==> config.mk <==
export PLATFORM = sky130hd
export DESIGN_NAME = kbd_status_port
export DESIGN_NICKNAME = d
export VERILOG_FILES = /design/src/rtl/kbd_port_pkg.sv /design/src/rtl/kbd_key_latch.sv /design/src/rtl/kbd_strobe_fsm.sv /design/src/rtl/kbd_trig_fsm.sv /design/src/rtl/kbd_status_port.sv
export SDC_FILE = /design/constraint.sdc
export NUM_CORES = 1
export LEC_CHECK = 0
export ABC_AREA = 1
export CAP_MARGIN = 30
export CORE_AREA = 5 5 42 44
export CTS_CLUSTER_DIAMETER = 200
export DETAILED_ROUTE_END_ITERATION = 6
export DIE_AREA = 0 0 47 49
export DONT_BUFFER_PORTS = 1
export HOLD_SLACK_MARGIN = 0.12
export SYNTH_ARGS = -nofsm -noshare
export SYNTH_HDL_FRONTEND = slang
export SYNTH_SLANG_ARGS = --single-unit
==> constraint.sdc <==
create_clock -name clk -period 0.8 [get_ports clk]
set_clock_uncertainty 0.1 [all_clocks]
set_input_delay 0 -clock clk [delete_from_list [all_inputs] [get_ports clk]]
set_output_delay 0 -clock clk [all_outputs]
set_load 0.05 [all_outputs]
==> src/rtl/kbd_port_pkg.sv <==
package kbd_port_pkg;
    // ready-flag machine
    typedef enum logic {
        STB_CLEAR = 1'b0,
        STB_SET   = 1'b1
    } stb_state_t;

    // trigger machine
    typedef enum logic {
        TRG_IDLE = 1'b0,
        TRG_FIRE = 1'b1
    } trg_state_t;

    // register select encoding
    typedef enum logic {
        SEL_STATUS = 1'b0,
        SEL_DATA   = 1'b1
    } reg_sel_t;
endpackage

==> src/rtl/kbd_key_latch.sv <==
module kbd_key_latch #(
    parameter int KEY_W = 8
) (
    input  logic             clk,
    input  logic             rst_n,
    input  logic             key_accept,
    input  logic [KEY_W-1:0] key_code,
    input  logic             data_clr,
    output logic [KEY_W-1:0] key_data
);
    logic [KEY_W-1:0] data_q;

    always_ff @(posedge clk or negedge rst_n) begin
        if (!rst_n)
            data_q <= '0;
        else if (key_accept)
            data_q <= key_code;
        else if (data_clr)
            data_q <= '0;
    end

    assign key_data = data_q;

    assert_latch_new_key_R3: assert property (@(posedge clk) disable iff (!rst_n)
        key_accept |=> (key_data == $past(key_code)));

    assert_read_clears_data_R6: assert property (@(posedge clk) disable iff (!rst_n)
        (data_clr && !key_accept) |=> (key_data == '0));
endmodule

==> src/rtl/kbd_strobe_fsm.sv <==
module kbd_strobe_fsm
    import kbd_port_pkg::*;
(
    input  logic clk,
    input  logic rst_n,
    input  logic key_accept,
    input  logic status_clr,
    output logic ready
);
    stb_state_t state_q, state_d;

    always_ff @(posedge clk or negedge rst_n) begin
        if (!rst_n)
            state_q <= STB_CLEAR;
        else
            state_q <= state_d;
    end

    always_comb begin
        state_d = state_q;
        unique case (state_q)
            STB_CLEAR: if (key_accept) state_d = STB_SET;
            STB_SET:   if (status_clr && !key_accept) state_d = STB_CLEAR;
            default:   state_d = STB_CLEAR;
        endcase
    end

    always_comb begin
        ready = (state_q == STB_SET);
    end

    assert_key_sets_ready_R3: assert property (@(posedge clk) disable iff (!rst_n)
        key_accept |=> ready);

    assert_status_read_clears_R5: assert property (@(posedge clk) disable iff (!rst_n)
        (status_clr && !key_accept) |=> !ready);

    assert_ready_needs_cause_R4: assert property (@(posedge clk) disable iff (!rst_n)
        (!key_accept && !ready) |=> !ready);
endmodule

==> src/rtl/kbd_trig_fsm.sv <==
module kbd_trig_fsm
    import kbd_port_pkg::*;
(
    input  logic clk,
    input  logic rst_n,
    input  logic key_accept,
    output logic trig_n
);
    trg_state_t state_q, state_d;

    always_ff @(posedge clk or negedge rst_n) begin
        if (!rst_n)
            state_q <= TRG_IDLE;
        else
            state_q <= state_d;
    end

    always_comb begin
        state_d = state_q;
        unique case (state_q)
            TRG_IDLE: if (key_accept)  state_d = TRG_FIRE;
            TRG_FIRE: if (!key_accept) state_d = TRG_IDLE;
            default:  state_d = TRG_IDLE;
        endcase
    end

    always_comb begin
        trig_n = (state_q != TRG_FIRE);
    end

    assert_trig_low_after_key_R7: assert property (@(posedge clk) disable iff (!rst_n)
        key_accept |=> !trig_n);

    assert_trig_high_otherwise_R7: assert property (@(posedge clk) disable iff (!rst_n)
        !key_accept |=> trig_n);
endmodule

==> src/rtl/kbd_status_port.sv <==
module kbd_status_port
    import kbd_port_pkg::*;
#(
    parameter int SW_N = 4
) (
    input  logic              clk,
    input  logic              rst_n,
    input  logic              key_valid,
    input  logic [SW_N+3:0]   key_code,
    input  logic              cs,
    input  logic              rd,
    input  logic              reg_sel,
    input  logic              motor_on,
    input  logic              rxd_a,
    input  logic              rxd_b,
    input  logic [SW_N-1:0]   cfg_sw,
    output logic [SW_N+3:0]   rd_data,
    output logic              ctr_trig
);
    localparam int BUS_W   = SW_N + 4;
    localparam int RDY_BIT = 3;
    localparam int MOT_BIT = 2;
    localparam int RXB_BIT = 1;
    localparam int RXA_BIT = 0;

    logic             key_accept;
    logic             rd_hit;
    logic             status_clr;
    logic             data_clr;
    logic             ready;
    logic [BUS_W-1:0] key_data;
    logic [BUS_W-1:0] status_word;

    assign key_accept = key_valid && (key_code != '0);
    assign rd_hit     = cs && rd;
    assign status_clr = rd_hit && (reg_sel_t'(reg_sel) == SEL_STATUS);
    assign data_clr   = rd_hit && (reg_sel_t'(reg_sel) == SEL_DATA);

    // switch i+1 lands at bit BUS_W-1-i
    for (genvar i = 0; i < SW_N; i++) begin : g_sw_pack
        assign status_word[BUS_W-1-i] = cfg_sw[i];
    end
    assign status_word[RDY_BIT] = ready;
    assign status_word[MOT_BIT] = motor_on;
    assign status_word[RXB_BIT] = rxd_b;
    assign status_word[RXA_BIT] = rxd_a;

    kbd_key_latch #(.KEY_W(BUS_W)) u_latch (
        .clk        (clk),
        .rst_n      (rst_n),
        .key_accept (key_accept),
        .key_code   (key_code),
        .data_clr   (data_clr),
        .key_data   (key_data)
    );

    kbd_strobe_fsm u_strobe (
        .clk        (clk),
        .rst_n      (rst_n),
        .key_accept (key_accept),
        .status_clr (status_clr),
        .ready      (ready)
    );

    kbd_trig_fsm u_trig (
        .clk        (clk),
        .rst_n      (rst_n),
        .key_accept (key_accept),
        .trig_n     (ctr_trig)
    );

    always_comb begin
        if (!rd_hit)
            rd_data = '0;
        else if (reg_sel_t'(reg_sel) == SEL_DATA)
            rd_data = key_data;
        else
            rd_data = status_word;
    end

    assert_zero_code_ignored_R4: assert property (@(posedge clk) disable iff (!rst_n)
        (key_valid && key_code == '0 && !data_clr) |=> $stable(key_data));

    assert_no_read_no_clear_R9: assert property (@(posedge clk) disable iff (!rst_n)
        (!rd_hit && !key_accept) |=> $stable(key_data));

    assert_key_wins_read_R8: assert property (@(posedge clk) disable iff (!rst_n)
        (key_accept && rd_hit) |=> (ready && key_data != '0));

    always_comb begin
        if (rst_n && !rd_hit)
            assert_idle_bus_R9: assert (rd_data == '0);
    end
endmodule

---- Yosys cells after proc, flatten, opt, wreduce, memory -nomap -nowiden ----
Index checks and enable logic that the tools add are counted.
word-level totals
  flip-flop bits (word level) ............. 10
  input bits .............................. 21
  output and inout bits ................... 9
  logic and storage cells ................. 21
cells by class
  multiplexer cells ....................... 7
  bitwise operators ....................... 3
  reduce and logical (&&, ||, !) cells .... 8
operators with widths
  cell               count
  $mux 8             4
  $reduce_bool 8->1  1
  $logic_and 1x1->1  5
  $not 1->1          3
  $mux 1             2
  $pmux 1 s2         1
  $reduce_bool 2->1  1
  $logic_not 1->1    1

---- Longest topological paths before layout ----
Gate-level depths: netlist of run 1.
  depth in word-level cells ............... 6
  mapped depth ............................ 6
  mapped depth without buffers ............ 6

---- Hierarchy ----
A second synthesis of run 1 with hierarchy kept.
second synthesis, totals
  cells, all modules ...................... 78
  area total of the unflattened synthesis .. 538.0 µm²
modules (own cells, without submodules)
  module           instances  cells each  area each (µm²)  sequential area each (µm²)
  kbd_key_latch    1          34          321.6            200.2
  kbd_status_port  1          37          147.6            0.0
  kbd_strobe_fsm   1          5           40.0             25.0
  kbd_trig_fsm     1          2           28.8             25.0

---- Worst setup path before layout of run 1 ----
No wires, ideal clock.
  path kind ............................... reg-to-output
  start point ............................. reg u_latch.data_q[0] (netlist: u_latch.key_data[0])
  end point ............................... out rd_data[0]
  arrival time ............................ 1452 ps
  data required time ...................... 700 ps
  setup slack ............................. -752 ps
  stages on the path, launching flop included .. 3
  path buffers ............................ 0
  path through ............................ dfrtp_1 -> inv_1 -> o21ai_0
on the way
  cells in the longest elaborated chain, start to end .. 2
RTL lines
  what                      line                   text
  start: declaration        kbd_key_latch.sv:11    logic [KEY_W-1:0] data_q;
  start signal: assignment  kbd_key_latch.sv:17    data_q <= key_code;
  $mux 8                    kbd_status_port.sv:75  else if (reg_sel_t'(reg_sel) == SEL_DATA)
  $mux 8                    kbd_status_port.sv:73  if (!rd_hit)
  end: declaration          kbd_status_port.sv:17  output logic [SW_N+3:0] rd_data,
No other way between the ends.

---- Worst setup path after layout of run 1 ----
  start point ............................. reg u_latch.data_q[2] (netlist: u_latch.key_data[2])
  end point ............................... out rd_data[2]
The elaborated chain is that of the path after synthesis.

==> metrics.yaml, run 1 <==
setup.worst_path.class: "register to primary output"
cts-root-buf: "clkbuf_4"
end_kind: "primary output"
grt-ovfl-total: 0
slew_headroom: 0.709
synth_top_cell_area_share: 0.460
fmax_mhz: 929
setup_viol: 16
dpl.hpwl_um: 1010
whs_endpoint: "u_latch.key_data[3]"
cap_violations: 0
grt_pass1_wl_um: 2340
first_pass_iters: 4
final_cell_mix: "nand2_1, buf_12, dfrtp_1"
yosysWarnings: 0
place.gp.congestion: 0.716
initialDrtViolationCount: 8
worstMarginPinSlew_ps: 435
synth_seq_area_share: 0.460
finalHoldViolCount: 8
ir_drop_mv: 0.974
min_period_ps: 1080
dp.cells: 102
crit_arrival_ps: 980
grt_use_total: 0.138
synth.net_count: 98
synthDistinctLibCells: 8
rows: 14
antenna_found_initial: 0
hold_path.class: "primary input to register"
slowest_stage: "dfrtp_1"
synth_cells: 77
numCtsBuffers: 3
status: "finished with violations"
fin_cells: 116
die_w_um: 47
wl_per_cell_um: 12.7
reg2reg_depth: 4
worst_ep_required_time_ps: 700
layout.nets: 123
pwr_density_cell_mw_per_mm2: 1330
rsz0062_at_grt: "yes"
grt_max_degree: 17
place_ws_ps: -39.4
place.port_buffers: 0
final_common_cell: "nand2_1"
cts.sinks: 10
p_leak_nw: 0.489
fp.dieH_um: 49
syn_area_per_cell_um2: 7.07
cts.path.max_buffers: 2
routed_wl_um: 1470
coreArea_mm2: 0.00140
violations: "hold timing, setup timing"
setup_slack_ps: -277
drc: 0
r2r-end: "u_latch.key_data[4]"
avgViaCountPerCell: 4.85
clock_latency_ps: 250
rrSetupSlack_ps: -130
cts_hold_buf: 3
grt_pass1_vias: 568
io_pins: 30
htree_levels: 1
fin_tns_setup_ps: -2570
n_antenna_cell: 0
holdWs_ps: -245
nFillCells: 122
worstReg2RegStart: "u_latch.key_data[4]"
area_growth_pct: 90.1
cp_cell_sequence: "inv_2 -> o21ai_4 -> buf_12"
synth_area_leaders: "dfrtp_1, nand2_1, nand3_1"
start_util: 0.388
slowest_delay_ps: 380
whs_path_depth: 2
worstPathMaxFanout: 2
final.period_utilization: 1.35
drive_above_1_share: 0.460
die_area_mm2: 0.00230
syn_area_um2: 544
yosysTopAreaCell: "dfrtp_1"
drv_slew: 0
vias: 563
ant_nets: 0
cts_tree: "yes"
ys_seq_elements: 10
cts.clk_slew.worst_paths_ps: 60
crit_path_start_kind: "register"
min_from: "key_code[3]"
## sequential cells by signal, indices dropped and copies added, names as in the netlist
register	flops
u_trig.state_q	1
u_strobe.ready	1
u_latch.key_data	8
## through the flow
| step | area [um^2] | total power, mW | util | hold WS (ps) |
|---|---|---|---|---|
| 2_1_floorplan | 653 | 0.813 | - | -396 |
| 3_3_place_gp | 865 | 0.938 | 0.617 | -395 |
| 3_5_place_dp | 865 | 0.942 | 0.617 | -395 |
| 4_1_cts | 967 | 1.33 | 0.690 | -241 |
| 5_1_grt | 1030 | 1.44 | 0.738 | -240 |
| 6_report | 1030 | 1.38 | 0.738 | -245 |
## per-layer routing
layer | up-vias | track usage | part of all wire
li1 | 289 | - | -
met1 | 249 | 0.171 | 0.42
met2 | 23 | 0.213 | 0.47
met3 | 2 | 0.0258 | 0.097
met4 | 0 | 0.0829 | 0.013
met5 | - | 0 | 0
## power breakdown
group / total, mW / switching (mW) / leakage, nW / internal, mW
combinational: 0.480 / 0.252 / 0.356 / 0.228
clock: 0.320 / 0.147 / 0.0138 / 0.172
sequential: 0.576 / 0.0284 / 0.120 / 0.548
total: 1.38 / 0.428 / 0.489 / 0.948
## cells in the mapped netlist
cell / count
buf_2: 2
nand3_1: 13
nor2_1: 5
nand2_1: 25
o21ai_0: 9
o21ai_4: 1
dfrtp_1: 10
inv_1: 12
## worst max path at each step
stage | start | to | slack [ps] | cells after the start
final | u_latch.key_data[2] | rd_data[2] | -280 | 3
after floorplan | u_latch.key_data[0] | rd_data[0] | -20 | 2
after detailed placement | key_code[3] | u_latch.key_data[6] | -40 | 5
after global routing | u_latch.key_data[7] | rd_data[7] | -330 | 3
after global placement | u_latch.key_data[0] | rd_data[0] | -5 | 3
after CTS | u_latch.key_data[0] | rd_data[0] | -260 | 3
## area by class of cell
cell class	instances	area (um^2)	share of cell area
Timing Repair Buffer	22	315	0.305
Inverter	12	45.0	0.0435
Tap cell	16	20.0	0.0193
Sequential cell	10	250	0.242
Clock buffer	3	22.5	0.0218
Multi-Input combinational cell	53	382	0.369
## timing repair
item	CTS	global route
setup buffers	5	6
pin swaps	1	5
hold endpoints to repair	20	20
resized for setup	8	12
setup endpoints to repair	9	19
## logic make-up (layout without fill, tap and decap cells)
| kind of cell | after synthesis | after routing | synth area share |
|---|---|---|---|
| AND/OR/NAND/NOR | 43 | 43 | 0.326 |
| flip-flops | 10 | 10 | 0.460 |
| AO/OA/AOI/OAI | 10 | 10 | 0.113 |
| buffers and inverters | 14 | 37 | 0.101 |
## critical path, delay by kind of cell, from the launching register on
family / cells / cell delay [ps]
compound gates: 1 / 140
flops: 1 / 380
buf+inv: 2 / 210
Power figures use the tool's default switching activity.
==> inputs of run 2 (changes only) <==
CORE_AREA = 2 2 39 41   (was 5 5 42 44)
DIE_AREA = 0 0 41 43   (was 0 0 47 49)
==> run 2 against run 1 <==
  * The flow still finishes with violations (hold timing, setup timing)
  * Fmax decreased by 1.5%
  * Flip-flop and latch count unchanged
  * Non-clock buffer count increased by 2
  * Global-route usage increased by 3.9 points
  * Routed wire length decreased by 0.75%
  * Hold slack got worse by 6.3 ps
  * Clock-buffer cell count unchanged
  * Sequential power about the same
  * Via count increased by 5.2%
  * Die area decreased by 23%
  * Critical path type unchanged
==> metrics.yaml, run 2 (synthesis results as in run 1) <==
end_kind: "primary output"
rows: 14
numCtsBuffers: 3
cts.sinks: 10
io_pins: 30
dpl.hpwl_um: 937
clock_latency_ps: 260
start_util: 0.393
hold_path.class: "primary input to register"
area_growth_pct: 89.9
cts_tree: "yes"
n_antenna_cell: 0
grt_max_degree: 17
place.port_buffers: 0
fmax_mhz: 915
slew_headroom: 0.713
die_area_mm2: 0.00176
cts_hold_buf: 2
ir_drop_mv: 0.973
routed_wl_um: 1460
final.period_utilization: 1.37
p_leak_nw: 0.500
first_pass_iters: 4
grt_use_total: 0.177
initialDrtViolationCount: 7
holdWs_ps: -251
grt_pass1_wl_um: 2080
drive_above_1_share: 0.451
cts.path.max_buffers: 2
fp.dieH_um: 43
crit_path_start_kind: "register"
nFillCells: 95
cap_violations: 0
avgViaCountPerCell: 5.02
worstMarginPinSlew_ps: 429
place.gp.congestion: 0.721
finalHoldViolCount: 9
largest_reg_flops: 8
wl_per_cell_um: 12.4
ant_nets: 0
drc: 0
antenna_found_initial: 0
busiest_layer: "met2"
cts-root-buf: "clkbuf_4"
rrSetupSlack_ps: -150
min_period_ps: 1090
worst_ep_required_time_ps: 700
grt_pass1_vias: 531
final_common_cell: "nand2_1"
status: "finished with violations"
power.total_mw: 1.40
grtUsageMet3: 0.0157
cts.clk_slew.worst_paths_ps: 60
die_w_um: 41
worstPathMaxFanout: 2
vias: 592
grtUsageMet2: 0.256
crit_arrival_ps: 990
use_met1: 0.240
setup.worst_path.class: "register to primary output"
layout.nets: 125
grt-ovfl-total: 0
place_ws_ps: -17.6
violations: "hold timing, setup timing"
final_cell_mix: "nand2_1, buf_12, buf_4, dfrtp_1, o21ai_4"
drv_slew: 0
htree_levels: 1
rsz0062_at_grt: "yes"
pwr_density_cell_mw_per_mm2: 1350
setup_slack_ps: -293
coreArea_mm2: 0.00138
setup_viol: 17
## run 2: power breakdown
part           switching, mW  internal (mW)  leakage (nW)
registers             0.0263          0.548         0.120
logic                  0.254          0.234         0.366
clock network          0.160          0.173        0.0138
total                  0.441          0.955         0.500
## run 2: through the flow
stage,TNS [ps],instance area (um^2),util,std cells
final,-2940,1030,0.747,118
after detailed placement,-85.7,865,0.625,102
after floorplan,-45.6,653,-,77
after global placement,-7.96,865,0.625,102
after global routing,-3540,1030,0.747,118
after CTS,-4030,962,0.695,113
## run 2: timing repair
| action | in CTS | in global routing |
|---|---|---|
| resized for setup | 5 | 10 |
| endpoints found under the hold margin | 20 | 20 |
| pin swaps | 1 | 3 |
| setup buffers | 6 | 6 |
| endpoints found under the setup margin | 9 | 19 |
## run 2: metal layers
layer,share of wire,vias to the layer above
met5,0,-
met4,0.018,0
met3,0.060,3
met2,0.49,27
met1,0.43,267
li1,-,295
## run 2: path summary, 6_finish.rpt
path | startpoint | endpoint | cells past startpoint
setup / recovery | u_latch.key_data[4] | rd_data[4] | 3
hold / removal | key_code[3] | u_latch.key_data[3] | 2
setup reg to reg | u_latch.key_data[7] | u_latch.key_data[7] | 4
hold reg to reg | u_strobe.ready | u_strobe.ready | 2
max in group asynchronous | rst_n | u_latch.key_data[7] | 1
min in group asynchronous | rst_n | u_latch.key_data[2] | 1
## run 2: worst max-delay path: stages, from the launching register on
cell and delay [ps]:
dfrtp_1 370, inv_1 80, o21ai_4 140, buf_12 150
## run 2: layout make-up
type                       instances  area [um^2]  share of cell area
multi-input combinational         53          375               0.363
timing repair buffer              24          320               0.310
sequential                        10          250               0.242
inverter                          12         45.0              0.0436
clock buffer                       3         22.5              0.0218
tap                               16         20.0              0.0194
